**src/rtl/wp_pkg.sv**
```systemverilog
`timescale 1ns/1ps
package wp_pkg;
  localparam int DIS_LEN = 6;
  localparam int KEY_LEN = 3;
  localparam int STEP_W  = $clog2(DIS_LEN + 1);

  typedef enum logic [1:0] {
    LD_DATA     = 2'd0,
    LD_PREFIX   = 2'd1,
    LD_KEY_DONE = 2'd2,
    LD_DIS_DONE = 2'd3
  } ld_kind_e;
endpackage

```
**src/rtl/wp_seq_matcher.sv**
```systemverilog
`timescale 1ns/1ps
module wp_seq_matcher import wp_pkg::*; #(
  parameter int ADDR_W = 15,
  parameter int DATA_W = 8,
  parameter logic [ADDR_W-1:0] ADDR_P = 15'h5555,
  parameter logic [ADDR_W-1:0] ADDR_Q = 15'h2AAA,
  parameter logic [DATA_W-1:0] CODE_OPEN   = 8'hAA,
  parameter logic [DATA_W-1:0] CODE_CONF   = 8'h55,
  parameter logic [DATA_W-1:0] CODE_ARM    = 8'hA0,
  parameter logic [DATA_W-1:0] CODE_ERASE  = 8'h80,
  parameter logic [DATA_W-1:0] CODE_DISARM = 8'h20
) (
  input  logic              clk,
  input  logic              rst,
  input  logic              por,
  input  logic              ld_stb,
  input  logic [ADDR_W-1:0] ld_addr,
  input  logic [DATA_W-1:0] ld_data,
  input  logic              win_end,
  output ld_kind_e          kind
);
  localparam int STEPS = DIS_LEN;

  logic [STEPS-1:0]  hit;
  logic              key_hit;
  logic [STEP_W-1:0] idx;
  logic              live;

  // Disarm sequence steps; the arming key shares steps 0 and 1.
  for (genvar i = 0; i < STEPS; i++) begin : g_step
    localparam logic [ADDR_W-1:0] S_ADDR = (i == 1 || i == 4) ? ADDR_Q : ADDR_P;
    localparam logic [DATA_W-1:0] S_DATA =
      (i == 0 || i == 3) ? CODE_OPEN :
      (i == 1 || i == 4) ? CODE_CONF :
      (i == 2)           ? CODE_ERASE : CODE_DISARM;
    assign hit[i] = (ld_addr == S_ADDR) && (ld_data == S_DATA);
  end

  assign key_hit = (ld_addr == ADDR_P) && (ld_data == CODE_ARM);

  always_comb begin
    kind = LD_DATA;
    if (live) begin
      if (idx == STEP_W'(KEY_LEN - 1) && key_hit) kind = LD_KEY_DONE;
      else if (hit[idx]) kind = (idx == STEP_W'(STEPS - 1)) ? LD_DIS_DONE : LD_PREFIX;
    end
  end

  always_ff @(posedge clk) begin
    if (rst || por || win_end) begin
      idx  <= '0;
      live <= 1'b1;
    end else if (ld_stb) begin
      if (kind == LD_PREFIX) idx <= idx + STEP_W'(1);
      else live <= 1'b0;
    end
  end
endmodule

```
**src/rtl/wp_window_tracker.sv**
```systemverilog
`timescale 1ns/1ps
module wp_window_tracker import wp_pkg::*; (
  input  logic     clk,
  input  logic     rst,
  input  logic     por,
  input  logic     ld_stb,
  input  ld_kind_e kind,
  input  logic     win_end,
  output logic     key_ok,
  output logic     dis_ok,
  output logic     consumed
);
  logic key_q, dis_q;
  logic key_now, dis_now;

  assign key_now = ld_stb && (kind == LD_KEY_DONE);
  assign dis_now = ld_stb && (kind == LD_DIS_DONE);
  assign key_ok  = key_q || key_now;
  assign dis_ok  = dis_q || dis_now;

  always_ff @(posedge clk) begin
    if (rst || por) begin
      key_q    <= 1'b0;
      dis_q    <= 1'b0;
      consumed <= 1'b0;
    end else begin
      consumed <= ld_stb && (kind != LD_DATA);
      if (win_end) begin
        key_q <= 1'b0;
        dis_q <= 1'b0;
      end else begin
        if (key_now) key_q <= 1'b1;
        if (dis_now) dis_q <= 1'b1;
      end
    end
  end
endmodule

```
**src/rtl/wp_protect_reg.sv**
```systemverilog
`timescale 1ns/1ps
module wp_protect_reg (
  input  logic clk,
  input  logic rst,
  input  logic por,
  input  logic win_end,
  input  logic key_ok,
  input  logic dis_ok,
  output logic prot_on,
  output logic commit_en
);
  // Mode bit models nonvolatile storage: only the power-on default clears it.
  always_ff @(posedge clk) begin
    if (por) begin
      prot_on   <= 1'b0;
      commit_en <= 1'b0;
    end else if (rst) begin
      commit_en <= 1'b0;
    end else begin
      commit_en <= win_end && (!prot_on || key_ok || dis_ok);
      if (win_end) begin
        if (key_ok)      prot_on <= 1'b1;
        else if (dis_ok) prot_on <= 1'b0;
      end
    end
  end
endmodule

```
**src/rtl/wp_cmd_detect.sv**
```systemverilog
`timescale 1ns/1ps
module wp_cmd_detect import wp_pkg::*; #(
  parameter int ADDR_W = 15,
  parameter int DATA_W = 8,
  parameter logic [ADDR_W-1:0] ADDR_P = 15'h5555,
  parameter logic [ADDR_W-1:0] ADDR_Q = 15'h2AAA,
  parameter logic [DATA_W-1:0] CODE_OPEN   = 8'hAA,
  parameter logic [DATA_W-1:0] CODE_CONF   = 8'h55,
  parameter logic [DATA_W-1:0] CODE_ARM    = 8'hA0,
  parameter logic [DATA_W-1:0] CODE_ERASE  = 8'h80,
  parameter logic [DATA_W-1:0] CODE_DISARM = 8'h20
) (
  input  logic              clk,
  input  logic              rst,
  input  logic              por_default,
  input  logic              ld_stb,
  input  logic [ADDR_W-1:0] ld_addr,
  input  logic [DATA_W-1:0] ld_data,
  input  logic              win_end,
  output logic              prot_on,
  output logic              commit_en,
  output logic              consumed
);
  ld_kind_e kind;
  logic     key_ok, dis_ok;

  wp_seq_matcher #(
    .ADDR_W(ADDR_W), .DATA_W(DATA_W), .ADDR_P(ADDR_P), .ADDR_Q(ADDR_Q),
    .CODE_OPEN(CODE_OPEN), .CODE_CONF(CODE_CONF), .CODE_ARM(CODE_ARM),
    .CODE_ERASE(CODE_ERASE), .CODE_DISARM(CODE_DISARM)
  ) u_match (
    .clk(clk), .rst(rst), .por(por_default), .ld_stb(ld_stb),
    .ld_addr(ld_addr), .ld_data(ld_data), .win_end(win_end), .kind(kind)
  );

  wp_window_tracker u_win (
    .clk(clk), .rst(rst), .por(por_default), .ld_stb(ld_stb), .kind(kind),
    .win_end(win_end), .key_ok(key_ok), .dis_ok(dis_ok), .consumed(consumed)
  );

  wp_protect_reg u_prot (
    .clk(clk), .rst(rst), .por(por_default), .win_end(win_end),
    .key_ok(key_ok), .dis_ok(dis_ok), .prot_on(prot_on), .commit_en(commit_en)
  );
endmodule

```
**config.mk**
```make
export PLATFORM = sky130hd
export DESIGN_NAME = wp_cmd_detect
export DESIGN_NICKNAME = d
export VERILOG_FILES = /design/src/rtl/wp_pkg.sv /design/src/rtl/wp_seq_matcher.sv /design/src/rtl/wp_window_tracker.sv /design/src/rtl/wp_protect_reg.sv /design/src/rtl/wp_cmd_detect.sv
export SDC_FILE = /design/constraint.sdc
export NUM_CORES = 1
export LEC_CHECK = 0
export BUFFER_PORTS_ARGS = -buffer_cell sky130_fd_sc_hd__buf_2
export CORE_MARGIN = 2
export CORE_UTILIZATION = 50
export DETAILED_ROUTE_END_ITERATION = 8
export PLACE_DENSITY = 0.8
export SYNTH_ARGS = -nofsm -noshare
export SYNTH_HDL_FRONTEND = slang
export SYNTH_HIERARCHICAL = 1
export SYNTH_SLANG_ARGS = --single-unit
```
**constraint.sdc**
```tcl
create_clock -name clk -period 4.7 [get_ports clk]
set_input_delay 0.705 -clock clk [delete_from_list [all_inputs] [get_ports clk]]
set_output_delay 0.705 -clock clk [all_outputs]
set_load 0.1 [all_outputs]
```
* Word level (Yosys, flattened, before mapping)
Index checks and enable logic that the tools add are counted.
Widths: inputs -> output; s select.
** Word-level totals
- Register bits after elaboration :: 9
- Output and inout port bits :: 3
- Input port bits :: 28
** Operators by class
- Reduce and logical (&&, ||, !) cells :: 24
- Bitwise logic cells :: 2
- Equality and inequality tests :: 12
- Mux-type cells :: 8
- Add/subtract/negate cells :: 1
- $lt $le $gt $ge :: 1
** Operator list (number)
- $eq 8x8->1 const B :: 3
- $eq 15x14->1 const B :: 1
- $eq 15x15->1 const B :: 1
- $logic_and 1x1->1 :: 10
- $eq 8x6->1 const B :: 1
- $eq 8x7->1 const B :: 1
- $mux 2 :: 4
- $logic_or 1x1->1 :: 6
- $eq 2x2->1 const B :: 2
- $lt 3x4->1 const B :: 1
- $reduce_and 2->1 :: 2
- $reduce_bool 2->1 :: 2
- $reduce_or 2->1 :: 2
- $add 3x1->3 const B :: 1
- $bmux 1 s3 :: 1
- $eq 3x2->1 const B :: 1
- $eq 3x3->1 const B :: 1
- $mux 1 :: 3
- $reduce_and 3->1 :: 1
- $eq 2x1->1 const B :: 1
- $not 1->1 :: 2
- $logic_not 1->1 :: 1

* Depth between registers and ports, before layout
Gate-level depths: netlist of run 1.
- Depth after elaboration :: 13
- Gate-level depth with buffers :: 10
- Mapped depth without buffers :: 10

* Hierarchy
Netlist of run 1, hierarchy kept.
** By module, submodules not included
- wp_seq_matcher :: area each 643.1 um2, cells an instance 77, sequential area each 80.1 um2, instances 1
- wp_window_tracker :: area each 138.9 um2, cells an instance 11, sequential area each 60.1 um2, instances 1
- wp_protect_reg :: area each 92.6 um2, cells an instance 9, sequential area each 40.0 um2, instances 1

* Worst setup path before layout of run 1
Ideal clock, no wire load.
- Path kind :: input -> register
- Start :: input port ld_addr[10]
- End :: register u_prot.commit_en
- Stages on the path :: 9
- Library setup time :: 0.103 ns
- Path slack :: 2.054 ns
- Data arrival time :: 2.543 ns
- Required time :: 4.597 ns
- Path buffers :: 0
- Cells stage by stage :: and4bb_2 -> nand4_2 -> o32ai_1 -> and3_1 -> nor2_1 -> nor2_1 -> a31o_2 -> nor2_1 -> a2111oi_2
** On the way
- Elaborated cells between the ends (all ways) :: 22
- Classes of those cells :: eq/ne: 4; mux: 5; reduce/logical: 13
** RTL lines
- from (decl) :: RTL line wp_cmd_detect.sv:17 : input logic [ADDR_W-1:0] ld_addr,
- $eq 15x15->1 / $eq 15x14->1 (equally long branches) :: RTL line wp_seq_matcher.sv:36, wp_seq_matcher.sv:39
- $logic_and 1x1->1 :: RTL line wp_seq_matcher.sv:36 : assign hit[i] = (ld_addr == S_ADDR) && (ld_data == S_DATA);
- $bmux 1 s3 :: RTL line wp_seq_matcher.sv:45 : else if (hit[idx]) kind = (idx == STEP_W'(STEPS - 1)) ? LD_DIS_DONE : LD_PREFIX;
- $mux 1 (not written as such) :: RTL line wp_seq_matcher.sv:45
- $mux 2 :: RTL line wp_seq_matcher.sv:45
- $mux 2 * :: RTL line wp_seq_matcher.sv:44 : if (idx == STEP_W'(KEY_LEN - 1) && key_hit) kind = LD_KEY_DONE;
- $mux 2 * :: RTL line wp_seq_matcher.sv:43 : if (live) begin
- named net kind[1] :: RTL line wp_cmd_detect.sv:24 : ld_kind_e kind;
- $eq 2x2->1 * :: RTL line wp_window_tracker.sv:17 : assign dis_now = ld_stb && (kind == LD_DIS_DONE);
- $logic_and 1x1->1 * :: RTL line wp_window_tracker.sv:17
- $logic_or 1x1->1 * :: RTL line wp_window_tracker.sv:19 : assign dis_ok = dis_q || dis_now;
- named net dis_ok :: RTL line wp_cmd_detect.sv:25 : logic key_ok, dis_ok;
- $logic_or 1x1->1 * :: RTL line wp_protect_reg.sv:20 : commit_en <= win_end && (!prot_on || key_ok || dis_ok);
- $logic_and 1x1->1 * :: RTL line wp_protect_reg.sv:20
- to (signal assigned) :: RTL line wp_protect_reg.sv:20
- to (decl) :: RTL line wp_protect_reg.sv:10 : output logic commit_en
The timed path passes the listed nets; every way through them passes the cells marked *. The select of a mux whose other input is x is not followed.
A chain may end at the register's enable or synchronous reset.

* Final worst setup path of run 1
- Start :: input port ld_addr[14]
- End :: register u_prot.commit_en
Same word-level chain as after synthesis.

==> metrics.txt, run 1 <==
outcome=finished, final reports clean; root buf cell=clkbuf_4; register area share after synthesis=20.6%; worst r2r dst=u_prot/commit_en; P per Cell Area=approximately 160 nW/um^2; dpl hpwl=1700 um; synthesized-area fraction occupied by and/or/nand/nor cells=54.4%; Worst path depth=10; I/O pin cnt=31; Worst VDD drop=129 uV; Syn Area/Cell=9.02 sq um; DR DRC count=0; pre-CTS WS=approximately 1700 ps; crit path buf inv count=1; Critical Path Max Stage Delay=between 400 and 500 ps; xor/xnor share of the synthesized area=0%; Clock Tree Buf Depth=2; Hold Crit Start=u_win/key_q; critical path arrival=between 2000 and 3000 ps; commonest non-fill, non-tap cell in the layout=buf_2; Reg2Reg Depth=7; antenna diode count=0; crit path max-delay cell type=o32ai_1; cts bufs inserted=3; Placeable Area=around 1700 sq um; Compound-Gate Fraction of Synth Area=14.7%; multiplexer share of the synthesized area=around 3.4%; Startpoint Class=input port; P_sw=49.5 uW; Slew @ Worst Pin=792 ps; post-route ant nets=0; initial antenna violation count=0; Post-DP Area=1050 sq um; R2R setup slack=2520 ps; area grow syn2layout=22.6%; Die W=between 40 and 50 um; Synth Register Bits=9; mapped cell area=875 sq um; Overflow after GRT=0; CP Data Required Time=4860 ps; placed cells=144; fraction of registers with async set/reset=0%; post-CTS sizing=0; period utilization=a little under 60%; Worst setup EP type=register; Worst-Skew Late Latency=roughly 260 ps; Distinct cells, synth=37; final setup violation count=0; main combinational cell family by area after synthesis=simple AND/OR/NAND/NOR gates; combinational power share=20.4%; first-pass GRT wire length=3430 um; via count of the first global-routing pass=826; most used cell along the critical path=nor2_1; top_reg_cell synth=dfxtp_1; commonest non-fill, non-tap cells in the layout=buf_2 (30), nand2_1 (10), dfxtp_1 (9); drt initial violations=20; gr usage total=22.0%; DR vias/cell=6.11; Initial Util=51.8%; vias=904; Leak=0.000463 uW; Crit Path Class=input port to register; share of post-route cells with drive strength above 1=38.2%; # hold bufs at CTS=0; max-cap violation count=0; final hold violation count=0; Slew Limit Fails=0; relative max-transition margin=46.8%; Hold WC Path Type=register to register; Setup Fix Bufs, Post-CTS=0; CP endpoint=u_prot/commit_en; drt pass-1 iters=4; Adder-Cell Fraction of Synth Area=4.29%; fin nets=approximately 160; H-Tree Depth=1; standard-cell rows=15; Net Sw Frac=around 28%; sequential power share=44.1%; Int Pwr=125 uW; clock period minus worst slack=2770 ps; die area=2100 sq um; worst flop-to-flop path startpoint=u_match/idx[0]; TritonCTS Sinks=9; Post-Syn Nets=approximately 130; clk_skew=around 2.1 ps; critical-path cell list=buf_2 -> and4bb_1 -> nand4_2 -> o32ai_1 -> and3_1 -> nor2_1 -> nor2_1 -> a31o_2 -> nor2_1 -> a2111oi_2; crit-path max FO=5; Post-Layout Cell Count=around 150; largest net degree at the start of global routing=10; Design Area, Final=1070 sq um; final worst slack=1930 ps; drt total wl=2080 um; number of synthesized flops with an enable pin=0; fmax=around 360 MHz; CTS tree=built; CP Launch Point=ld_addr[14]; Warnings, synthesis=6; die height=45.8 um; CP delay by family, top=simple AND/OR/NAND/NOR gates; # port buffers=30; Clk pwr share=35.5%; setup tns final=0 ps; Worst-path clk slew=60 ps; RSZ-0062 raised after global routing=no; Post-Synthesis Cells=97; GPL Wtd Cong=0.804; Routed WL per cell=14.0 um
## area by class of cell
cell class	count	area, sq um
timing repair buffer	30	150
multi-input combinational	82	672
sequential	9	180
clock buffer	4	26.3
tap	17	21.3
inverter	6	22.5
fill	141	617
## metrics by stage
stage               utilization (%)  power, uW  hold WS [ps]
finish                         63.5        175           487
global placement               61.9        113           468
CTS                            63.5        176           483
floorplan                         -       92.2           449
global route                   63.5        183           502
detailed placement             61.9        114           476
## logic make-up (layout without fill, tap and decap cells)
| kind of cell | after synthesis | after routing |
|---|---|---|
| AO/OA/AOI/OAI | 13 | 13 |
| buffers and inverters | 6 | 40 |
| adder cells (fa/ha/maj) | 3 | 3 |
| multiplexers | 3 | 3 |
| AND/OR/NAND/NOR | 63 | 63 |
| flip-flops | 9 | 9 |
## power groups by stage
stage               Clock (uW)  Combinational (uW)  Sequential [uW]
floorplan                    0                10.9             81.3
global placement             0                33.8             78.8
detailed placement           0                35.2             78.8
CTS                       63.4                35.4             77.1
global route              67.5                38.8             77.1
finish                    62.1                35.7             77.0
## worst min-delay path, stage by stage (launching register included)
cell and delay (ps):
dfxtp_1 300, inv_1 70, a2111oi_2 60
## worst min-delay path by stage
stage,slack (ps),cells after the start,endpoint
after CTS,480,1,u_prot/commit_en
after detailed placement,480,2,u_win/key_q
final,490,2,u_win/key_q
after global routing,500,2,u_win/key_q
after floorplan,450,2,u_win/key_q
after global placement,470,2,u_win/key_q
## cell usage after synthesis, types with 2 or more instances
| cell type | n | share of area (%) |
|---|---|---|
| nand4_1 | 5 | 3.6 |
| and4bb_2 | 4 | 5.7 |
| o32ai_1 | 3 | 3.0 |
| mux2i_1 | 3 | 3.4 |
| and4_1 | 2 | 2.0 |
| a31o_2 | 4 | 4.0 |
| nor4_1 | 2 | 1.4 |
| dfxtp_1 | 9 | 21 |
| nand3_1 | 4 | 2.3 |
| nor4bb_1 | 4 | 4.6 |
| nand2b_1 | 2 | 1.4 |
| nor3_1 | 2 | 1.1 |
| and4b_1 | 3 | 3.4 |
| and2_1 | 3 | 2.1 |
| nor2_1 | 8 | 3.4 |
| nand2_1 | 10 | 4.3 |
| ha_1 | 3 | 4.3 |
| inv_1 | 6 | 2.6 |
| a2111oi_2 | 2 | 3.4 |
## per-layer routing
metal	wire length [um]	global-route usage [%]	vias up	share of wire [%]
met3	86	5.95	0	4.1
met2	1040	37.2	26	50
li1	-	-	460	-
met1	951	29.1	418	46
met5	0	0	-	0
met4	0	1.71	0	0
## state kept, by name, summed over array words and instances (netlist names)
signal,cells
u_match/idx,3
u_match/live,1
u_prot/commit_en,1
u_prot/prot_on,1
u_win/consumed,1
u_win/dis_q,1
u_win/key_q,1
No activity file was read; power rests on OpenSTA's default activity.
==> run 2, diff against run 1 <==
--- a/config.mk
+++ b/config.mk
@@ -5,11 +5,12 @@
 export SDC_FILE = /design/constraint.sdc
 export NUM_CORES = 1
 export LEC_CHECK = 0
+export ABC_AREA = 1
 export BUFFER_PORTS_ARGS = -buffer_cell sky130_fd_sc_hd__buf_2
 export CORE_MARGIN = 2
-export CORE_UTILIZATION = 50
+export CORE_UTILIZATION = 49
 export DETAILED_ROUTE_END_ITERATION = 8
-export PLACE_DENSITY = 0.8
+export PLACE_DENSITY = 0.79
 export SYNTH_ARGS = -nofsm -noshare
 export SYNTH_HDL_FRONTEND = slang
 export SYNTH_HIERARCHICAL = 1
==> constraint.sdc (replaced) <==
create_clock -name clk -period 2.7 [get_ports clk]
set_input_delay 0.405 -clock clk [delete_from_list [all_inputs] [get_ports clk]]
set_output_delay 0.405 -clock clk [all_outputs]
set_load 0.1 [all_outputs]
==> metrics.txt, run 2 <==
most used cell along the critical path=nand2_1 (was nor2_1); Startpoint Class=register (was input port); drt initial violations=15 (was 20); max-cap violation count=0 (unchanged); register area share after synthesis=20.4% (was 20.6%); clk_skew=1.61 ps (was 2.14 ps); Post-Synthesis Cells=158 (was 97); Adder-Cell Fraction of Synth Area=4.26% (was 4.29%); Worst setup EP type=register (unchanged); commonest non-fill, non-tap cells in the layout=nand2_1 (44), buf_2 (30), inv_1 (30) (was buf_2 (30), nand2_1 (10), dfxtp_1 (9)); relative max-transition margin=67.4% (was 46.8%); CTS tree=built (unchanged); DR DRC count=0 (unchanged); Leak=0.000586 uW (was 0.000463 uW); Routed WL per cell=9.18 um (was 14.0 um); final hold violation count=0 (unchanged); Post-Syn Nets=189 (was 128); R2R setup slack=850 ps (was 2520 ps); # hold bufs at CTS=0 (unchanged); fraction of registers with async set/reset=0% (unchanged); H-Tree Depth=1 (unchanged); Warnings, synthesis=6 (unchanged); top_reg_cell synth=dfxtp_1 (unchanged); vias=1,024 (was 904); dpl hpwl=1720 um (was 1700 um); Distinct cells, synth=19 (was 37); fmax=~540 MHz; fin nets=224 (was 163); root buf cell=clkbuf_4 (unchanged); Fill cells=172 (was 141); placed cells=213 (was 144); largest net degree at the start of global routing=9 (was 10); RSZ-0062 raised after global routing=no (unchanged); Synth Register Bits=9 (unchanged); largest cells by area after synthesis=dfxtp_1 (20%), nand2_1 (19%), inv_1 (13%) (was dfxtp_1 (21%), and4bb_2 (5.7%), nor4bb_1 (4.6%)); Overflow after GRT=0 (unchanged); P per Cell Area=274 nW/um^2 (was 163 nW/um^2); crit path max-delay cell type=dfxtp_1 (was o32ai_1); area grow syn2layout=23.5% (was 22.6%); Setup Fix Bufs, Post-CTS=0 (unchanged); standard-cell rows=15 (unchanged); Compound-Gate Fraction of Synth Area=5.25% (was 14.7%); Synth area leader=dfxtp_1 (unchanged); die height=46.4 um (was 45.8 um); drt total wl=1990 um (was 2080 um); crit-path max FO=8 (was 5); multiplexer share of the synthesized area=0% (was 3.43%); Crit Path Class=register to register (was input port to register); share of post-route cells with drive strength above 1=22.9% (was 38.2%); Commonest cells post-synth=nand2_1 (44), inv_1 (30), nor2_1 (27) (was nand2_1 (10), dfxtp_1 (9), nor2_1 (8)); most frequent cell after synthesis=nand2_1 (unchanged); Worst-Skew Late Latency=260 ps (about the same); Initial Util=51.6% (was 51.8%); Clock Tree Buf Depth=2 (unchanged); drt pass-1 iters=5 (was 4); final worst slack=854 ps (was 1930 ps); critical path arrival=2000 ps (was 2930 ps); Slew Limit Fails=0 (unchanged); max reg flops=3 (unchanged); via count of the first global-routing pass=982 (was 826); period utilization=68.4%; number of synthesized flops with an enable pin=0 (unchanged); clock period minus worst slack=1850 ps; CP Data Required Time=2850 ps (was 4860 ps); commonest non-fill, non-tap cell in the layout=nand2_1 (was buf_2); Top reg by flops=u_match/idx (unchanged); Placeable Area=1710 sq um (was 1690 sq um); xor/xnor share of the synthesized area=0.993% (was 0%); Post-Layout Cell Count=217 (was 148); die area=2160 sq um (was 2100 sq um); Final Util=63.8% (was 63.5%); DR vias/cell=4.72 (was 6.11); setup tns final=0 ps (unchanged); gr usage total=22.5% (was 22.0%); cts bufs inserted=3 (unchanged); GPL Wtd Cong=0.895 (was 0.804); synthesized-area fraction occupied by and/or/nand/nor cells=55.0% (was 54.4%); Hold WC Path Type=input port to register (was register to register); first-pass GRT wire length=3530 um (was 3430 um); TritonCTS Sinks=9 (unchanged); FF/Latch Area=180 sq um (unchanged); initial antenna violation count=0 (unchanged); outcome=finished, final reports clean (unchanged); Die W=46.4 um (was 45.8 um); final setup violation count=0 (unchanged); post-synth top area share=20.4% (was 20.6%); antenna diode count=0 (unchanged); Worst-path clk slew=60 ps (about the same); post-CTS sizing=0 (unchanged); multi-input logic area=578 sq um (was 672 sq um); post-route ant nets=0 (unchanged); Worst VDD drop=181 uV (was 129 uV); # port buffers=30 (unchanged); critical-path cell list=inv_1 -> ha_1 -> nand3_1 -> nor3_1 -> nand2_1 -> nand2_1 -> nand2_2 -> inv_1 -> nand3_1 -> nand2_1 -> nand3_1 -> nand2_1 -> nand2_1 (was buf_2 -> and4bb_1 -> nand4_2 -> o32ai_1 -> and3_1 -> nor2_1 -> nor2_1 -> a31o_2 -> nor2_1 -> a2111oi_2); Syn Area/Cell=5.58 sq um (was 9.02 sq um); Slew @ Worst Pin=492 ps (was 792 ps); Critical Path Max Stage Delay=370 ps (was 460 ps); mapped cell area=882 sq um (was 875 sq um); I/O pin cnt=31 (unchanged); pre-CTS WS=687 ps (was 1680 ps); main combinational cell family by area after synthesis=simple AND/OR/NAND/NOR gates (unchanged)
run 2: worst paths after layout:
| check | start | end | cells after the start |
|---|---|---|---|
| worst max-delay path | u_match/idx[0] | u_prot/prot_on | 13 |
| worst min-delay path | rst | u_match/live | 3 |
| worst max register to register | u_match/idx[0] | u_prot/prot_on | 13 |
| worst min register to register | u_win/key_q | u_win/key_q | 2 |
run 2: final cells by class:
class / instances / share of cell area, %
tap: 25 / 2.87
inverter: 33 / 11.4
sequential: 9 / 16.5
timing repair buffer: 30 / 13.8
multi-input combinational: 116 / 53.0
clock buffer: 4 / 2.41
run 2: power by group:
part | switching, uW | internal, uW | leakage, uW
clock | 46.2 | 56.9 | 0.0000150
sequential | 0.638 | 134 | 0.0000727
combinational | 36.5 | 24.8 | 0.000498
total | 83.3 | 216 | 0.000586
run 2: cell families (layout without fill, tap and decap cells):
| group | count (synthesis) | in the layout |
|---|---|---|
| AND/OR/NAND/NOR | 105 | 105 |
| flip-flops | 9 | 9 |
| XOR/XNOR | 1 | 1 |
| buffers and inverters | 33 | 67 |
| AO/OA/AOI/OAI | 7 | 7 |
| adder cells (fa/ha/maj) | 3 | 3 |
run 2: worst max-delay path, delay by kind of cell (launching register included):
kind	cells	cell delay, ps
flops	1	370
fa+ha+maj	1	160
simple gates	10	940
buf+inv	2	260
run 2: stage by stage:
stage	power [uW]	cell area (sq um)	hold slack, ps
finish	299	1090	401
global route	318	1090	406
CTS	304	1090	399
detailed placement	199	1060	453
global placement	196	1060	454
floorplan	165	882	434
run 2: layer usage:
metal	global-route usage (%)	vias up	share of wire, %
li1	-	556	-
met1	24.5	448	46
met2	42.5	20	50
met3	5.88	0	4.1
met4	5.14	0	0
met5	0	-	0
==> run 3, diff against run 2 <==
--- a/config.mk
+++ b/config.mk
@@ -8,9 +8,9 @@
 export ABC_AREA = 1
 export BUFFER_PORTS_ARGS = -buffer_cell sky130_fd_sc_hd__buf_2
 export CORE_MARGIN = 2
-export CORE_UTILIZATION = 49
+export CORE_UTILIZATION = 44
 export DETAILED_ROUTE_END_ITERATION = 8
-export PLACE_DENSITY = 0.79
+export PLACE_DENSITY = 0.75
 export SYNTH_ARGS = -nofsm -noshare
 export SYNTH_HDL_FRONTEND = slang
 export SYNTH_HIERARCHICAL = 1
==> constraint.sdc (replaced) <==
create_clock -name clk -period 1.65 [get_ports clk]
set_input_delay 0.2475 -clock clk [delete_from_list [all_inputs] [get_ports clk]]
set_output_delay 0.2475 -clock clk [all_outputs]
set_load 0.1 [all_outputs]
==> metrics.txt, run 3 (synthesized netlist as in run 2, its figures left out) <==
highest routed layer=met4 (was met3); Overflow after GRT=0 (unchanged); drt total wl=2330 um (was 1990 um); drt initial violations=29 (was 15); die area=2380 sq um (was 2160 sq um); CP Data Required Time=1820 ps (was 2850 ps); Placeable Area=1920 sq um (was 1710 sq um); Initial Util=45.9% (was 51.6%); Worst setup EP type=register (unchanged); fin nets=236 (was 224); P per Cell Area=402 nW/um^2 (was 274 nW/um^2); met2 wire len=1230 um (was 1000 um); Slew @ Worst Pin=491 ps (was 492 ps); Routed WL per cell=10.1 um (was 9.18 um); root buf cell=clkbuf_4 (unchanged); relative max-transition margin=67.5% (was 67.4%); Crit Path Class=register to register (unchanged); Slew Limit Fails=0 (unchanged); Worst-Skew Late Latency=270 ps (was 260 ps); worst flop-to-flop path startpoint=u_match/idx[0] (unchanged); crit path max-delay cell type=dfxtp_2 (was dfxtp_1); Fill cells=199 (was 172); Top reg by flops=u_match/idx (unchanged); DR WL met3=80 um (was 81 um); I/O pin cnt=31 (unchanged); H-Tree Depth=1 (unchanged); max-cap violation count=0 (unchanged); drt pass-1 iters=4 (was 5); via count of the first global-routing pass=1,068 (was 982); crit-path max FO=4 (was 8); gr usage total=21.1% (was 22.5%); share of post-route cells with drive strength above 1=36.3% (was 22.9%); largest net degree at the start of global routing=9 (unchanged); Worst-path clk slew=60 ps (about the same); Critical Path Max Stage Delay=330 ps (was 370 ps); # hold bufs at CTS=0 (unchanged); vias=1,106 (was 1,024); standard-cell rows=16 (was 15); hold_ws=236 ps (was 401 ps); first-pass GRT wire length=3970 um (was 3530 um); die height=48.8 um (was 46.4 um); max reg flops=3 (unchanged); post-route ant nets=0 (unchanged); setup tns final=0 ps (unchanged); final hold violation count=0 (unchanged); CP Launch Point=u_match/idx[0] (unchanged); commonest non-fill, non-tap cells in the layout=nand2_1 (42), buf_2 (30), inv_1 (27) (was nand2_1 (44), buf_2 (30), inv_1 (30)); DR DRC count=0 (unchanged); RSZ-0062 raised after global routing=yes (was no); period utilization=96.2% (was 68.4%); clk_skew=6.63 ps (was 1.61 ps); final setup violation count=0 (unchanged); # port buffers=30 (unchanged); Worst VDD drop=485 uV (was 181 uV); critical-path cell list=inv_4 -> ha_4 -> nand3_2 -> nor3_2 -> nand2_1 -> nand2_1 -> a21oi_2 -> nand3_2 -> nand2_2 -> buf_4 -> nor3_2 -> nor2_1 (was inv_1 -> ha_1 -> nand3_1 -> nor3_1 -> nand2_1 -> nand2_1 -> nand2_2 -> inv_1 -> nand3_1 -> nand2_1 -> nand3_1 -> nand2_1 -> nand2_1); antenna diode count=0 (unchanged); cts bufs inserted=3 (unchanged); GPL Wtd Cong=0.818 (was 0.895); commonest non-fill, non-tap cell in the layout=nand2_1 (unchanged); fmax=630 MHz (was 542 MHz); DR vias/cell=4.79 (was 4.72); CTS tree=built (unchanged); Hold WC Path Type=input port to register (unchanged); Clock Tree Buf Depth=2 (unchanged); area grow syn2layout=41.6% (was 23.5%); Metal-1 WL=949 um (was 910 um); Startpoint Class=register (unchanged); clock period minus worst slack=1590 ps (was 1850 ps); critical path arrival=1750 ps (was 2000 ps); Leak=0.000646 uW (was 0.000586 uW); Hold Crit Start=rst (unchanged); outcome=finished, final reports clean (unchanged); dpl hpwl=1880 um (was 1720 um); Die W=48.8 um (was 46.4 um); TritonCTS Sinks=9 (unchanged); initial antenna violation count=0 (unchanged)
## run 3: where the power goes
group	switching (uW)	internal, uW
combinational	64.5	45.6
clock	80.3	93.4
sequential	1.02	217
total	146	356
## run 3: per-stage QoR
stage	instances	power (uW)	util [%]	area, sq um	setup WS, ps
after floorplan	158	271	-	882	13.1
after global placement	225	325	59.4	1140	-140
after detailed placement	225	331	59.4	1140	-220
after CTS	229	506	61.0	1170	6.18
after global routing	231	530	65.0	1250	-53.6
final	231	502	65.0	1250	63.5
## run 3: layout make-up
type                            instances  area (sq um)  share of cell area (%)
Multi-Input combinational cell        116           637                    51.0
Timing Repair Buffer                   42           240                    19.2
Sequential cell                         9           185                    14.8
Inverter                               33           126                    10.1
Tap cell                               27          33.8                    2.71
Clock buffer                            4          26.3                    2.10
## run 3: critical path: cells and delay by family (launching register included)
| kind | cells | cell delay (ps) |
|---|---|---|
| AOI/OAI and AO/OA | 1 | 50 |
| adders and majority gates | 1 | 130 |
| buffers and inverters | 2 | 200 |
| DFF | 1 | 330 |
| and+or+nand+nor | 8 | 780 |
## run 3: metal layers
| metal | up-vias | GRT usage (%) |
|---|---|---|
| met5 | - | 0 |
| met4 | 0 | 11.9 |
| met3 | 8 | 3.07 |
| met2 | 27 | 40.0 |
| met1 | 493 | 21.8 |
| li1 | 578 | - |
## run 3: worst paths after layout
| path | end | slack (ps) | depth (start not counted) |
|---|---|---|---|
| setup / recovery | u_prot/commit_en | 60 | 12 |
| hold / removal | u_match/live | 240 | 3 |
| setup reg to reg | u_prot/commit_en | 60 | 12 |
| hold reg to reg | u_win/dis_q | 490 | 2 |
## run 3: repair_timing
| item | CTS | global route |
|---|---|---|
| resized for setup | 1 | 20 |
| setup buffers | 0 | 2 |
| pin swaps | 0 | 10 |
| setup endpoints to repair | 1 | 7 |
